===== config.mk =====
export PLATFORM = sky130hd
export DESIGN_NAME = grp_overlap_guard
export DESIGN_NICKNAME = d
export VERILOG_FILES = /design/src/rtl/ovl_pkg.sv /design/src/rtl/ovl_rst_sync.sv /design/src/rtl/ovl_fp_store.sv /design/src/rtl/ovl_range_cmp.sv /design/src/rtl/grp_overlap_guard.sv
export SDC_FILE = /design/constraint.sdc
export NUM_CORES = 1
export LEC_CHECK = 0
export BUFFER_PORTS_ARGS = -buffer_cell sky130_fd_sc_hd__buf_2
export CORE_MARGIN = 1
export CORE_UTILIZATION = 40
export DETAILED_ROUTE_END_ITERATION = 8
export RECOVER_POWER = 25
export SYNTH_ARGS = -nofsm -noshare
export SYNTH_HDL_FRONTEND = slang
export SYNTH_SLANG_ARGS = --single-unit
export TNS_END_PERCENT = 5

===== constraint.sdc =====
create_clock -name clk -period 6.2 [get_ports clk]
set_input_delay 0.93 -clock clk [delete_from_list [all_inputs] [get_ports clk]]
set_output_delay 0.93 -clock clk [all_outputs]
set_load 0.005 [all_outputs]

===== src/rtl/ovl_pkg.sv =====
package ovl_pkg;
  localparam int BASE_W = 16;
  localparam int OFS_W  = 32;
  localparam int SIZE_W = 8;
  localparam int EXT_W  = OFS_W + 1;

  typedef struct packed {
    logic [BASE_W-1:0] base;
    logic [OFS_W-1:0]  ofs;
    logic [SIZE_W-1:0] size;
  } footprint_t;
endpackage


===== src/rtl/ovl_rst_sync.sv =====
module ovl_rst_sync #(
  parameter int STAGES = 2
) (
  input  logic clk,
  input  logic rst_n,
  output logic rst_sync_n
);
  logic [STAGES-1:0] sync_q;

  always_ff @(posedge clk or negedge rst_n) begin
    if (!rst_n) sync_q <= '0;
    else        sync_q <= {sync_q[STAGES-2:0], 1'b1};
  end

  assign rst_sync_n = sync_q[STAGES-1];
endmodule


===== src/rtl/ovl_fp_store.sv =====
module ovl_fp_store
  import ovl_pkg::*;
#(
  parameter int DEPTH = 4,
  localparam int CNT_W = $clog2(DEPTH + 1)
) (
  input  logic             clk,
  input  logic             rst_n,
  input  logic             clr_i,
  input  logic             wr_req_i,
  input  footprint_t       wr_fp_i,
  output logic [DEPTH-1:0] ent_vld_o,
  output footprint_t       ent_fp_o [DEPTH],
  output logic [CNT_W-1:0] held_cnt_o
);
  logic [CNT_W-1:0] cnt_q, cnt_d;
  logic [DEPTH-1:0] vld_q, vld_d;
  logic [DEPTH-1:0] wr_sel;
  logic             wr_en;
  footprint_t       fp_q [DEPTH];

  // next state: clear has priority, full store drops the request
  always_comb begin
    cnt_d = cnt_q;
    vld_d = vld_q;
    wr_en = 1'b0;
    if (clr_i) begin
      cnt_d = '0;
      vld_d = '0;
    end else if (wr_req_i && (cnt_q < CNT_W'(DEPTH))) begin
      wr_en = 1'b1;
      cnt_d = cnt_q + 1'b1;
      vld_d = vld_q | wr_sel;
    end
  end

  always_ff @(posedge clk or negedge rst_n) begin
    if (!rst_n) begin
      cnt_q <= '0;
      vld_q <= '0;
    end else begin
      cnt_q <= cnt_d;
      vld_q <= vld_d;
    end
  end

  for (genvar i = 0; i < DEPTH; i++) begin : g_slot
    assign wr_sel[i] = (cnt_q == CNT_W'(i));

    always_ff @(posedge clk) begin
      if (wr_en && wr_sel[i]) fp_q[i] <= wr_fp_i;
    end

    assign ent_fp_o[i] = fp_q[i];
  end

  assign ent_vld_o  = vld_q;
  assign held_cnt_o = cnt_q;
endmodule


===== src/rtl/ovl_range_cmp.sv =====
module ovl_range_cmp
  import ovl_pkg::*;
(
  input  logic       ent_vld_i,
  input  footprint_t st_fp_i,
  input  footprint_t ld_fp_i,
  output logic       hit_o
);
  logic signed [EXT_W-1:0] st_lo, st_hi, ld_lo, ld_hi;
  logic same_base, exact, ovl;

  always_comb begin
    st_lo = $signed({st_fp_i.ofs[OFS_W-1], st_fp_i.ofs});
    ld_lo = $signed({ld_fp_i.ofs[OFS_W-1], ld_fp_i.ofs});
    st_hi = st_lo + $signed({{(EXT_W-SIZE_W){1'b0}}, st_fp_i.size});
    ld_hi = ld_lo + $signed({{(EXT_W-SIZE_W){1'b0}}, ld_fp_i.size});
    same_base = (st_fp_i.base == ld_fp_i.base);
    exact     = same_base && (st_fp_i.ofs == ld_fp_i.ofs);
    if (st_lo < ld_lo) ovl = (st_hi > ld_lo);
    else               ovl = (ld_hi > st_lo);
    hit_o = ent_vld_i && (exact || (same_base && ovl));
  end
endmodule


===== src/rtl/grp_overlap_guard.sv =====
module grp_overlap_guard
  import ovl_pkg::*;
#(
  parameter int DEPTH = 4
) (
  input  logic              clk,
  input  logic              rst_n,
  input  logic              grp_end_i,
  input  logic              st_commit_i,
  input  logic              st_info_vld_i,
  input  logic [BASE_W-1:0] st_base_i,
  input  logic [OFS_W-1:0]  st_ofs_i,
  input  logic [SIZE_W-1:0] st_size_i,
  input  logic              ld_query_i,
  input  logic              ld_info_vld_i,
  input  logic [BASE_W-1:0] ld_base_i,
  input  logic [OFS_W-1:0]  ld_ofs_i,
  input  logic [SIZE_W-1:0] ld_size_i,
  output logic              conflict_o
);
  localparam int CNT_W = $clog2(DEPTH + 1);

  logic             rst_sync_n;
  logic [DEPTH-1:0] ent_vld;
  logic [DEPTH-1:0] ent_hit;
  logic [CNT_W-1:0] held_cnt;
  footprint_t       ent_fp [DEPTH];
  footprint_t       st_fp, ld_fp;
  logic             wr_req, query_en;

  ovl_rst_sync #(.STAGES(2)) u_rst (
    .clk        (clk),
    .rst_n      (rst_n),
    .rst_sync_n (rst_sync_n)
  );

  assign st_fp    = '{base: st_base_i, ofs: st_ofs_i, size: st_size_i};
  assign ld_fp    = '{base: ld_base_i, ofs: ld_ofs_i, size: ld_size_i};
  assign wr_req   = st_commit_i && st_info_vld_i;
  assign query_en = ld_query_i && ld_info_vld_i;

  ovl_fp_store #(.DEPTH(DEPTH)) u_store (
    .clk        (clk),
    .rst_n      (rst_sync_n),
    .clr_i      (grp_end_i),
    .wr_req_i   (wr_req),
    .wr_fp_i    (st_fp),
    .ent_vld_o  (ent_vld),
    .ent_fp_o   (ent_fp),
    .held_cnt_o (held_cnt)
  );

  for (genvar i = 0; i < DEPTH; i++) begin : g_cmp
    ovl_range_cmp u_cmp (
      .ent_vld_i (ent_vld[i]),
      .st_fp_i   (ent_fp[i]),
      .ld_fp_i   (ld_fp),
      .hit_o     (ent_hit[i])
    );
  end

  assign conflict_o = query_en && (|ent_hit);
endmodule


Word level (Yosys, flattened, before mapping)
Memory sizes are Yosys's and may differ from the RTL's. Index checks and enable logic that the tools add are counted. W data, S select, Z words.

Bits in registers: 9. Latch bits: 0. RAM bits: 224. Bits in read-only memories: 0. Input port bits: 119. Output and inout bits: 1. Word-level logic and storage cells: 92. Memories: 1.

$add $sub $neg: 6. Multiply operators: 0. Div/mod/pow operators: 0. Order comparisons: 13. Eq/ne operators: 11. Shift operators: 0. Mux-type cells: 27. Bitwise operators: 1. Reductions and logical operators: 30.

Memory list: u_store.fp_q (depth 4, bits a word 56, rd ports 4, clocked after memory_dff 0, write ports 1, line ovl_fp_store.sv:20) `footprint_t fp_q [DEPTH];`.

Operator list (number): $gt A33 B32 Y1 (8); $mux W56 (3); $reduce_or A56 Y1 (3); $add A32 B9 Y33 (5); $eq A32 B32 Y1 (4); $lt A32 B32 Y1 (4); $eq A16 B16 Y1 (4); $logic_and A1 B1 Y1 (20); $mux W1 (17); $mux W4 (2); $eq A3 B2 Y1 const B (2); $mux W2 (3); $mux W3 (2); $logic_or A1 B1 Y1 (4); $or A4 B4 Y4 (1); $reduce_or A4 Y1 (1); $add A3 B1 Y3 const B (1); $eq A3 B1 Y1 const B (1); $logic_not A3 Y1 (1); $lt A3 B3 Y1 const B (1); $reduce_bool A2 Y1 (1).

Longest topological paths before layout
Gate-level depths: netlist of run 1.

Word-level depth: 11. Mapped depth: 22. Depth with buffers taken out: 22.

Cells and area by module
From an unflattened synthesis of run 1, not the netlist that was laid out.

Cell total of the unflattened synthesis: 2563. Area total of the unflattened synthesis: 23958.0 um2.

Modules (own cells, without submodules): ovl_range_cmp at g_cmp[0].u_cmp ... (instances 3, cells each 577, area each 4209.0 um2, sequential area each 0.0 um2); ovl_fp_store (instances 1, cells each 257, area each 7115.6 um2, sequential area each 6901.6 um2); ovl_range_cmp at g_cmp[1].u_cmp (instances 1, cells each 568, area each 4135.2 um2, sequential area each 0.0 um2); ovl_rst_sync (instances 1, cells each 3, area each 53.8 um2, sequential area each 50.0 um2); grp_overlap_guard (instances 1, cells each 4, area each 26.3 um2, sequential area each 0.0 um2).

Least setup slack after synthesis of run 1
OpenSTA, ideal clock, no wires.

Path kind: input port to output port. Start: in ld_ofs_i[1]. End: out conflict_o. Arrival time: 4.890 ns. Data required time: 5.270 ns. Setup slack: 0.380 ns. Cell stages on the path: 20. Path buffers: 0. Path through: inv_1 fa_1 nor2b_1 o21ai_1 a21boi_1 o21ai_0 a21boi_1 o21ai_1 a211oi_2 nand4_1 xnor2_1 ha_1 a21o_1 a21o_1 a221o_1 nor3_1 mux2i_1 mux2_2 o2111ai_1 a41oi_2.

Word-level cells in the longest chain between the ends: 8. Elaborated cells between the ends (all ways): 39. Classes of those cells: 1 x add/sub; 12 x order compare; 4 x eq/ne; 4 x mux; 18 x reduce/logical.

RTL lines: from (decl) (line grp_overlap_guard.sv:17) `input logic [OFS_W-1:0] ld_ofs_i,`; $add A32 B9 Y33 (line ovl_range_cmp.sv:16) `ld_hi = ld_lo + $signed({{(EXT_W-SIZE_W){1'b0}}, ld_fp_i.size});`; $gt A33 B32 Y1 (line ovl_range_cmp.sv:20) `else ovl = (ld_hi > st_lo);`; $mux W1 (line ovl_range_cmp.sv:19) `if (st_lo < ld_lo) ovl = (st_hi > ld_lo);`; $logic_and A1 B1 Y1 (line ovl_range_cmp.sv:21) `hit_o = ent_vld_i && (exact || (same_base && ovl));`; $logic_or A1 B1 Y1 (line ovl_range_cmp.sv:21); $logic_and A1 B1 Y1 (line ovl_range_cmp.sv:21); $reduce_or A4 Y1 * (line grp_overlap_guard.sv:62) `assign conflict_o = query_en && (|ent_hit);`; $logic_and A1 B1 Y1 * (line grp_overlap_guard.sv:62); to (decl) (line grp_overlap_guard.sv:19) `output logic conflict_o`.

Mark *: on every way between the ends. The rest lies on a longest branch, timed or not.

Worst setup path in the final report of run 1
Start: in ld_ofs_i[0]. End: out conflict_o.

The elaborated chain is that of the path after synthesis.

==> impl_table.tex, run 1 <==
\begin{tabular}{lr}
\hline
Metric & Value \\
\hline
\multicolumn{2}{l}{\textbf{Status}} \\
Result of the run & finished, violations left \\
Violations in the final reports & negative setup slack \\
\multicolumn{2}{l}{\textbf{Clocking}} \\
Number of clock sinks seen by CTS & 233 \\
Clock-pin slew on the worst setup and hold paths & 60 ps \\
Total clock buffers created by CTS & 28 \\
Clock tree root driver cell & clkbuf\_16 \\
TritonCTS clock tree & built \\
Clock Tree Buf Depth & 3 \\
Clk Latency, worst-skew pair & 600 ps \\
Hold buffers post-CTS & 0 \\
Total number of H-tree levels & 1 \\
\multicolumn{2}{l}{\textbf{STA}} \\
Final Slew Violations & 0 \\
Post-route clock period utilization & 106\% \\
Worst clock skew & 48.1 ps \\
Least-Margin Pin Slew & 1090 ps \\
Total count of hold-check failures in the final report & 0 \\
Worst rel slew slack & 27.2\% \\
RSZ-0062 raised after global routing & yes \\
Post-route minimum period & 6550 ps \\
Worst Slack Setup Final & -347 ps \\
Number of setup violations in the final report & 1 \\
Peak Freq & 153 MHz \\
\multicolumn{2}{l}{\textbf{Global route}} \\
Remaining global-route overflow & 0 \\
Antenna violations before repair & 3 \\
Pin count of the biggest net entering global routing & 40 \\
Number of global-route vias before repair & 17,596 \\
Total Routing Usage GR & 28.4\% \\
Wire length of the first global-routing pass & 111 mm \\
\multicolumn{2}{l}{\textbf{Final layout}} \\
Area growth syn-to-layout & 22.3\% \\
Total area of sequential cells & 6950 um2 \\
Total number of nets in the final design & 3,040 \\
Count of non-filler cells in the finished layout & 3,168 \\
Area of combinational cells with multiple inputs & 13,400 um2 \\
ANT cells & 0 \\
Share of post-route cells with drive strength above 1 & 19.6\% \\
Count of filler cells inserted in the layout & 4,738 \\
\multicolumn{2}{l}{\textbf{Critical path}} \\
Worst reg2reg endpoint & u\_store.fp\_q[0][18] \\
Setup crit start kind & input pin \\
Delay of the slowest cell on the worst path & 400 ps \\
CP arrival & 5620 ps \\
Reg2reg path depth & 5 \\
Register-to-register path setup slack & 3530 ps \\
R2R Path Start & u\_store.held\_cnt\_o[2] \\
Worst EP required & 5270 ps \\
Cell repeated most along the worst path & o21ai\_2 \\
Count of buffer and inverter cells on the critical path & 5 \\
Slowest cell on the critical path & fa\_2 \\
Type of destination of the critical path & primary output \\
Peak fanout along the critical path & 7 \\
CP delay by family, top & compound AO/OA/AOI/OAI gates \\
Start-to-end type of the worst setup path & input pin to primary output \\
\multicolumn{2}{l}{\textbf{Floorplan}} \\
Top-level I/O count & 120 \\
Area of the die & 52,700 um2 \\
X dimension of the die & 229 um \\
Total number of placement rows & 82 \\
Core area & 50,600 um2 \\
Initial cell density of the core & 40.9\% \\
Chip height & 229 um \\
\multicolumn{2}{l}{\textbf{Logic synthesis}} \\
Xor/xnor cell area share of the yosys netlist & 8.68\% \\
Fraction of the mapped netlist area in compound gates & 12.0\% \\
Number of enable flip-flop cells after synthesis & 224 \\
Dominant combinational cell family by area after synthesis & adder cells \\
Most instantiated library cell after synthesis & ha\_1 \\
Netlist area before placement & 20,700 um2 \\
Synthesis Warnings & 0 \\
Top post-synthesis cells by area & edfxtp\_1, ha\_1, xnor2\_1, a21oi\_1, inv\_1 \\
Multiplexer share of the synthesized area & 0.544\% \\
Per-instance average area after synthesis & 9.84 um2 \\
Adder and majority gate portion of the synthesized area & 26.9\% \\
Top cell types by occurrence after synthesis & ha\_1, edfxtp\_1, inv\_1 \\
Seq cells post-synth & 233 \\
Post-Syn Nets & 2,665 \\
Seq/Total Area, Yosys & 33.6\% \\
Synth Area in Simple Gates & 14.0\% \\
Synthesized instance count & 2,104 \\
FFs w/ async S/R, synth & 3.86\% \\
Synth cell types & 73 \\
Cell type with the highest aggregate area in the netlist & edfxtp\_1 \\
Top cell type's share of synthesized area & 32.5\% \\
Commonest register cell after synthesis & edfxtp\_1 \\
\multicolumn{2}{l}{\textbf{Detailed routing}} \\
Drt total wl & 75.7 mm \\
DRC errors left & 0 \\
Starting DRT DRC Count & 1,301 \\
Number of nets with antenna violations after detailed routing & 0 \\
Avg Vias per Cell & 5.61 \\
Number of iterations in the first detailed-routing pass & 7 \\
DR vias & 17,785 \\
Detailed-route wire length per cell & 23.9 um \\
\multicolumn{2}{l}{\textbf{Pwr}} \\
Leakage power of the design & 11.0 nW \\
Total power per unit cell area & 164 nW/um2 \\
Maximum VDD drop & 0.000222 V \\
\multicolumn{2}{l}{\textbf{Placed design}} \\
Count of port buffers added during placement & 119 \\
Worst-case setup slack after placement & -772 ps \\
Routability cong. & 1.01 \\
Dpl cells & 3,107 \\
Placed wire-length estimate after detailed placement & 62.3 mm \\
\multicolumn{2}{l}{\textbf{Worst hold path}} \\
Hold/Removal Path Class & input pin to async pin \\
\multicolumn{2}{l}{\textbf{Job}} \\
Number of max-capacitance violations reported & 0 \\
\hline
\end{tabular}
sequential cells by signal, indices dropped and copies added, names as in the netlist:
signal	count
u_store.held_cnt_o	3
u_rst.sync_q	2
u_store.fp_q	224
u_store.ent_vld_o	4
worst max path at each step:
stage / startpoint / to / slack [ps] / depth (start not counted)
2_1_floorplan: ld_ofs_i[1] / conflict_o / 380 / 20
3_5_place_dp: ld_ofs_i[0] / conflict_o / -770 / 26
3_3_place_gp: ld_ofs_i[0] / conflict_o / -790 / 26
6_report: ld_ofs_i[0] / conflict_o / -350 / 26
5_1_grt: ld_ofs_i[0] / conflict_o / -640 / 26
4_1_cts: u_store.fp_q[2][1] / conflict_o / -380 / 24
layer usage:
metal  track usage [%]  share of wire, %  up-vias
met3              3.57               5.4      124
met5                 0             0.042        -
met2              46.7                46      536
met1              38.6                45     8587
li1                  -                 -     8532
met4              8.90               3.7        6
layout make-up:
type                       count  share of cell area [%]
clock buffer                  31                    2.81
multi-input combinational   1633                    52.8
inverter                     221                    3.28
sequential                   233                    27.5
tap                          672                    3.32
timing repair buffer         362                    9.73
clock inverter                16                   0.539
cells by family after synthesis:
logic type,after synthesis
AND/OR/NAND/NOR,570
XOR/XNOR,205
adder cells (fa/ha/maj),442
AO/OA/AOI/OAI,404
flip-flops,233
multiplexers,11
buffers and inverters,238
other,1
worst reg2reg max path: cells and delay by family, from the launching register on:
kind          cells  cell delay, ps
simple gates      3            1270
flops             1             360
buf+inv           2             650
cell usage in the layout, fill, tap and decap left out, types with 11 or more instances in the layout:
cell / Yosys / layout
a21o_1: 35 / 35
xnor2_2: 0 / 11
a21oi_1: 177 / 171
nor3_2: 2 / 11
nor2b_1: 12 / 12
nand3_1: 100 / 94
a211oi_1: 21 / 15
edfxtp_1: 224 / 224
and3_1: 16 / 15
o21ai_1: 11 / 13
o21ai_2: 2 / 11
buf_4: 0 / 233
xnor2_1: 205 / 194
clkbuf_16: 0 / 28
buf_2: 1 / 89
clkbuf_1: 15 / 33
nor3_1: 40 / 31
nand4_1: 82 / 82
o211ai_1: 11 / 11
ha_1: 437 / 434
nand2_1: 153 / 150
o21ai_0: 70 / 59
nor4_1: 28 / 19
inv_1: 220 / 220
nor2_1: 88 / 87
through the flow:
stage | util, % | power (mW) | instance area (um2) | hold slack [ps] | TNS, ps
finish | 50.0 | 4.15 | 25300 | 98.6 | -347
global route | 50.0 | 4.34 | 25300 | 82.0 | -639
CTS | 49.5 | 4.17 | 25000 | 65.7 | -379
detailed placement | 47.2 | 2.60 | 23900 | 121 | -772
global placement | 47.2 | 2.58 | 23900 | 122 | -792
floorplan | - | 2.24 | 20700 | 81.5 | 0
where the power goes:
part	internal (mW)	switching (mW)
clock	0.866	0.678
combinational	0.344	0.497
sequential	1.75	0.0170
total	2.96	1.19
what timing repair did:
| action | in CTS | in global routing |
|---|---|---|
| setup endpoints to repair | 1 | 1 |
| setup buffers | 6 | 9 |
| gates resized for setup | 65 | 56 |
| pin swaps | 33 | 50 |
Note: power is estimated with default switching activity, not from simulation.
==> inputs of run 2 (changes only) <==
--- a/config.mk
+++ b/config.mk
@@ -6,6 +6,7 @@
 export NUM_CORES = 1
 export LEC_CHECK = 0
 export BUFFER_PORTS_ARGS = -buffer_cell sky130_fd_sc_hd__buf_2
+export CORE_ASPECT_RATIO = 0.6
 export CORE_MARGIN = 1
 export CORE_UTILIZATION = 40
 export DETAILED_ROUTE_END_ITERATION = 8
==> run 2 against run 1 <==
Against the previous run: the run still ends with negative setup slack left; power decreased by 0.64%; sequential power barely moved; clock power barely moved; final cell count is 2.3% higher; sequential cell count is the same; die area hardly changed; critical path depth did not move; worst setup slack lost 210 ps; clock-buffer cell count down 2; largest power group unchanged.
==> impl_table.tex, run 2 (synthesis results as in run 1) <==
\begin{tabular}{lr}
\hline
Metric & Value \\
\hline
\multicolumn{2}{l}{\textbf{Status}} \\
Result of the run & finished, violations left (unchanged) \\
Violations in the final reports & negative setup slack (unchanged) \\
\multicolumn{2}{l}{\textbf{Critical path}} \\
Reg2reg path depth & 5 (unchanged) \\
Type of destination of the critical path & primary output (unchanged) \\
Worst reg2reg endpoint & u\_store.fp\_q[1][16] (was u\_store.fp\_q[0][18]) \\
R2R Path Start & u\_store.held\_cnt\_o[2] (unchanged) \\
Register-to-register path setup slack & 3650 ps (was 3530 ps) \\
Worst EP required & 5270 ps (about the same) \\
Peak fanout along the critical path & 3 (was 7) \\
Setup crit start kind & register (was input pin) \\
Start-to-end type of the worst setup path & register to primary output (was input pin to primary output) \\
CP arrival & 5830 ps (was 5620 ps) \\
\multicolumn{2}{l}{\textbf{STA}} \\
Post-route minimum period & 6760 ps (was 6550 ps) \\
TNS Setup & -559 ps (was -347 ps) \\
Worst clock skew & 15.6 ps (was 48.1 ps) \\
Worst Slack Setup Final & -559 ps (was -347 ps) \\
Final Slew Violations & 0 (unchanged) \\
Total count of hold-check failures in the final report & 0 (unchanged) \\
Number of setup violations in the final report & 1 (unchanged) \\
RSZ-0062 raised after global routing & yes (unchanged) \\
Peak Freq & 148 MHz (was 153 MHz) \\
Least-Margin Pin Slew & 971 ps (was 1090 ps) \\
Worst rel slew slack & 34.6\% (was 27.2\%) \\
Post-route clock period utilization & 109\% (was 106\%) \\
\multicolumn{2}{l}{\textbf{Global route}} \\
Total Routing Usage GR & 31.5\% (was 28.4\%) \\
Antenna violations before repair & 7 (was 3) \\
Remaining global-route overflow & 0 (unchanged) \\
Number of global-route vias before repair & 17,789 (was 17,596) \\
Wire length of the first global-routing pass & 118 mm (was 111 mm) \\
Pin count of the biggest net entering global routing & 38 (was 40) \\
\multicolumn{2}{l}{\textbf{Pwr}} \\
Maximum VDD drop & 0.000205 V (was 0.000222 V) \\
Total power per unit cell area & 161 nW/um2 (was 164 nW/um2) \\
Clock power share & 36.7\% (was 37.2\%) \\
Internal Dissipation & 2.94 mW (was 2.96 mW) \\
Sequential fraction of design power & 42.9\% (was 42.6\%) \\
Portion of total power attributed to combinational logic & 20.4\% (was 20.2\%) \\
Net switching power figure & 1.19 mW (about the same) \\
Switching portion of total power & 28.8\% (was 28.7\%) \\
Leakage power of the design & 11.2 nW (was 11.0 nW) \\
\multicolumn{2}{l}{\textbf{Floorplan}} \\
Area of the die & 52,700 um2 (about the same) \\
X dimension of the die & 296 um (was 229 um) \\
Core area & 51,000 um2 (was 50,600 um2) \\
Top-level I/O count & 120 (unchanged) \\
Total number of placement rows & 64 (was 82) \\
Chip height & 178 um (was 229 um) \\
Initial cell density of the core & 40.6\% (was 40.9\%) \\
\multicolumn{2}{l}{\textbf{Placed design}} \\
Placed wire-length estimate after detailed placement & 69.6 mm (was 62.3 mm) \\
Count of port buffers added during placement & 119 (unchanged) \\
Worst-case setup slack after placement & -1040 ps (was -772 ps) \\
Dpl cells & 3,176 (was 3,107) \\
Total placed instance area & 24,300 um2 (was 23,900 um2) \\
Routability cong. & 1.01 (about the same) \\
\multicolumn{2}{l}{\textbf{Detailed routing}} \\
Number of iterations in the first detailed-routing pass & 5 (was 7) \\
Avg Vias per Cell & 5.69 (was 5.61) \\
Detailed-route wire length per cell & 25.5 um (was 23.9 um) \\
DRC errors left & 0 (unchanged) \\
Number of nets with antenna violations after detailed routing & 0 (unchanged) \\
Drt total wl & 82.6 mm (was 75.7 mm) \\
DR vias & 18,438 (was 17,785) \\
Starting DRT DRC Count & 1,878 (was 1,301) \\
\multicolumn{2}{l}{\textbf{Clocking}} \\
Hold buffers post-CTS & 0 (unchanged) \\
Clock Tree Buf Depth & 3 (unchanged) \\
Clock-pin slew on the worst setup and hold paths & 60 ps (about the same) \\
Clk Latency, worst-skew pair & 580 ps (was 600 ps) \\
Total number of H-tree levels & 1 (unchanged) \\
Total clock buffers created by CTS & 23 (was 28) \\
Number of clock sinks seen by CTS & 233 (unchanged) \\
Clock tree root driver cell & clkbuf\_16 (unchanged) \\
TritonCTS clock tree & built (unchanged) \\
\multicolumn{2}{l}{\textbf{Final layout}} \\
Largest register FFs & 224 (unchanged) \\
Total number of nets in the final design & 3,085 (was 3,040) \\
Leading cell type in the layout, fill and taps excluded & ha\_1 (unchanged) \\
Total area of sequential cells & 6950 um2 (unchanged) \\
Share of post-route cells with drive strength above 1 & 19.7\% (was 19.6\%) \\
Area of combinational cells with multiple inputs & 13,200 um2 (was 13,400 um2) \\
Area growth syn-to-layout & 23.5\% (was 22.3\%) \\
Top library cells by usage in the layout, fill and taps aside & ha\_1, buf\_4, edfxtp\_1 (unchanged) \\
Register name with the most flops & u\_store.fp\_q (unchanged) \\
Count of non-filler cells in the finished layout & 3,240 (was 3,168) \\
Cell area after layout & 25,600 um2 (was 25,300 um2) \\
Count of filler cells inserted in the layout & 4,797 (was 4,738) \\
\multicolumn{2}{l}{\textbf{Job}} \\
Number of max-capacitance violations reported & 0 (unchanged) \\
\multicolumn{2}{l}{\textbf{Worst hold path}} \\
Hold/Removal Path Class & register to async pin (was input pin to async pin) \\
\hline
\end{tabular}
[run 2: power by group through the flow]
stage / clock, mW / combinational [mW] / sequential, mW
2_1_floorplan: 0 / 0.446 / 1.80
3_3_place_gp: 0 / 0.784 / 1.80
3_5_place_dp: 0 / 0.800 / 1.80
4_1_cts: 1.54 / 0.825 / 1.77
5_1_grt: 1.59 / 0.929 / 1.77
6_report: 1.51 / 0.842 / 1.77
[run 2: area by class of cell]
| cell class | instances | share of cell area, % |
|---|---|---|
| diodes | 6 | 0.0588 |
| clock buffers | 29 | 2.38 |
| clock inverters | 13 | 0.720 |
| inverters | 221 | 3.25 |
| multi-input cells | 1633 | 51.8 |
| flip-flops and latches | 233 | 27.2 |
| well taps | 693 | 3.39 |
| repair buffers | 412 | 11.2 |
[run 2: worst max-delay path by stage]
| stage | start | to | slack (ps) | cells past startpoint |
|---|---|---|---|---|
| floorplan | ld_ofs_i[1] | conflict_o | 380 | 20 |
| global placement | ld_ofs_i[0] | conflict_o | -1030 | 26 |
| detailed placement | ld_ofs_i[0] | conflict_o | -1040 | 26 |
| CTS | u_store.fp_q[3][8] | conflict_o | -420 | 28 |
| global route | ld_ofs_i[0] | conflict_o | -760 | 26 |
| finish | u_store.fp_q[0][8] | conflict_o | -560 | 26 |
[run 2: critical path: stages, from the launching register on]
cell and delay [ps]:
edfxtp_1 470, ha_1 240, inv_1 70, fa_1 190, nor2b_1 50, o21ai_0 240
a21boi_1 110, buf_4 160, o21ai_1 210, a21boi_1 130, o21a_1 230, buf_4 150
or2_2 340, and3_1 210, xnor2_1 140, ha_1 300, nand4_1 300, nor4_2 260
buf_4 180, nand2_1 70, o31ai_1 250, a211oi_2 70, mux2i_1 170, nand2_1 70
a31o_1 210, a41oi_4 270, buf_2 160
[run 2: what timing repair did]
action,in CTS,in global routing
pin swaps,52,1
endpoints found under the hold margin,0,0
gates resized for setup,88,2
setup endpoints to repair,1,1
setup buffers,16,0
[run 2: per-layer routing]
metal  vias to the layer above  wire, um  global-route usage, %
met3                       103     11700                   14.3
met2                       807     29600                   40.0
met5                         -       165                   2.35
li1                       8614         -                      -
met4                         2      1600                   6.20
met1                      8912     39600                   47.2
[run 2: stage by stage]
| stage | hold WS [ps] | total power [mW] | util, % |
|---|---|---|---|
| finish | 135 | 4.13 | 50.1 |
| global route | 129 | 4.29 | 50.1 |
| CTS | 114 | 4.13 | 50.1 |
| detailed placement | 139 | 2.60 | 47.6 |
| global placement | 139 | 2.59 | 47.6 |
| floorplan | 81.5 | 2.24 | - |
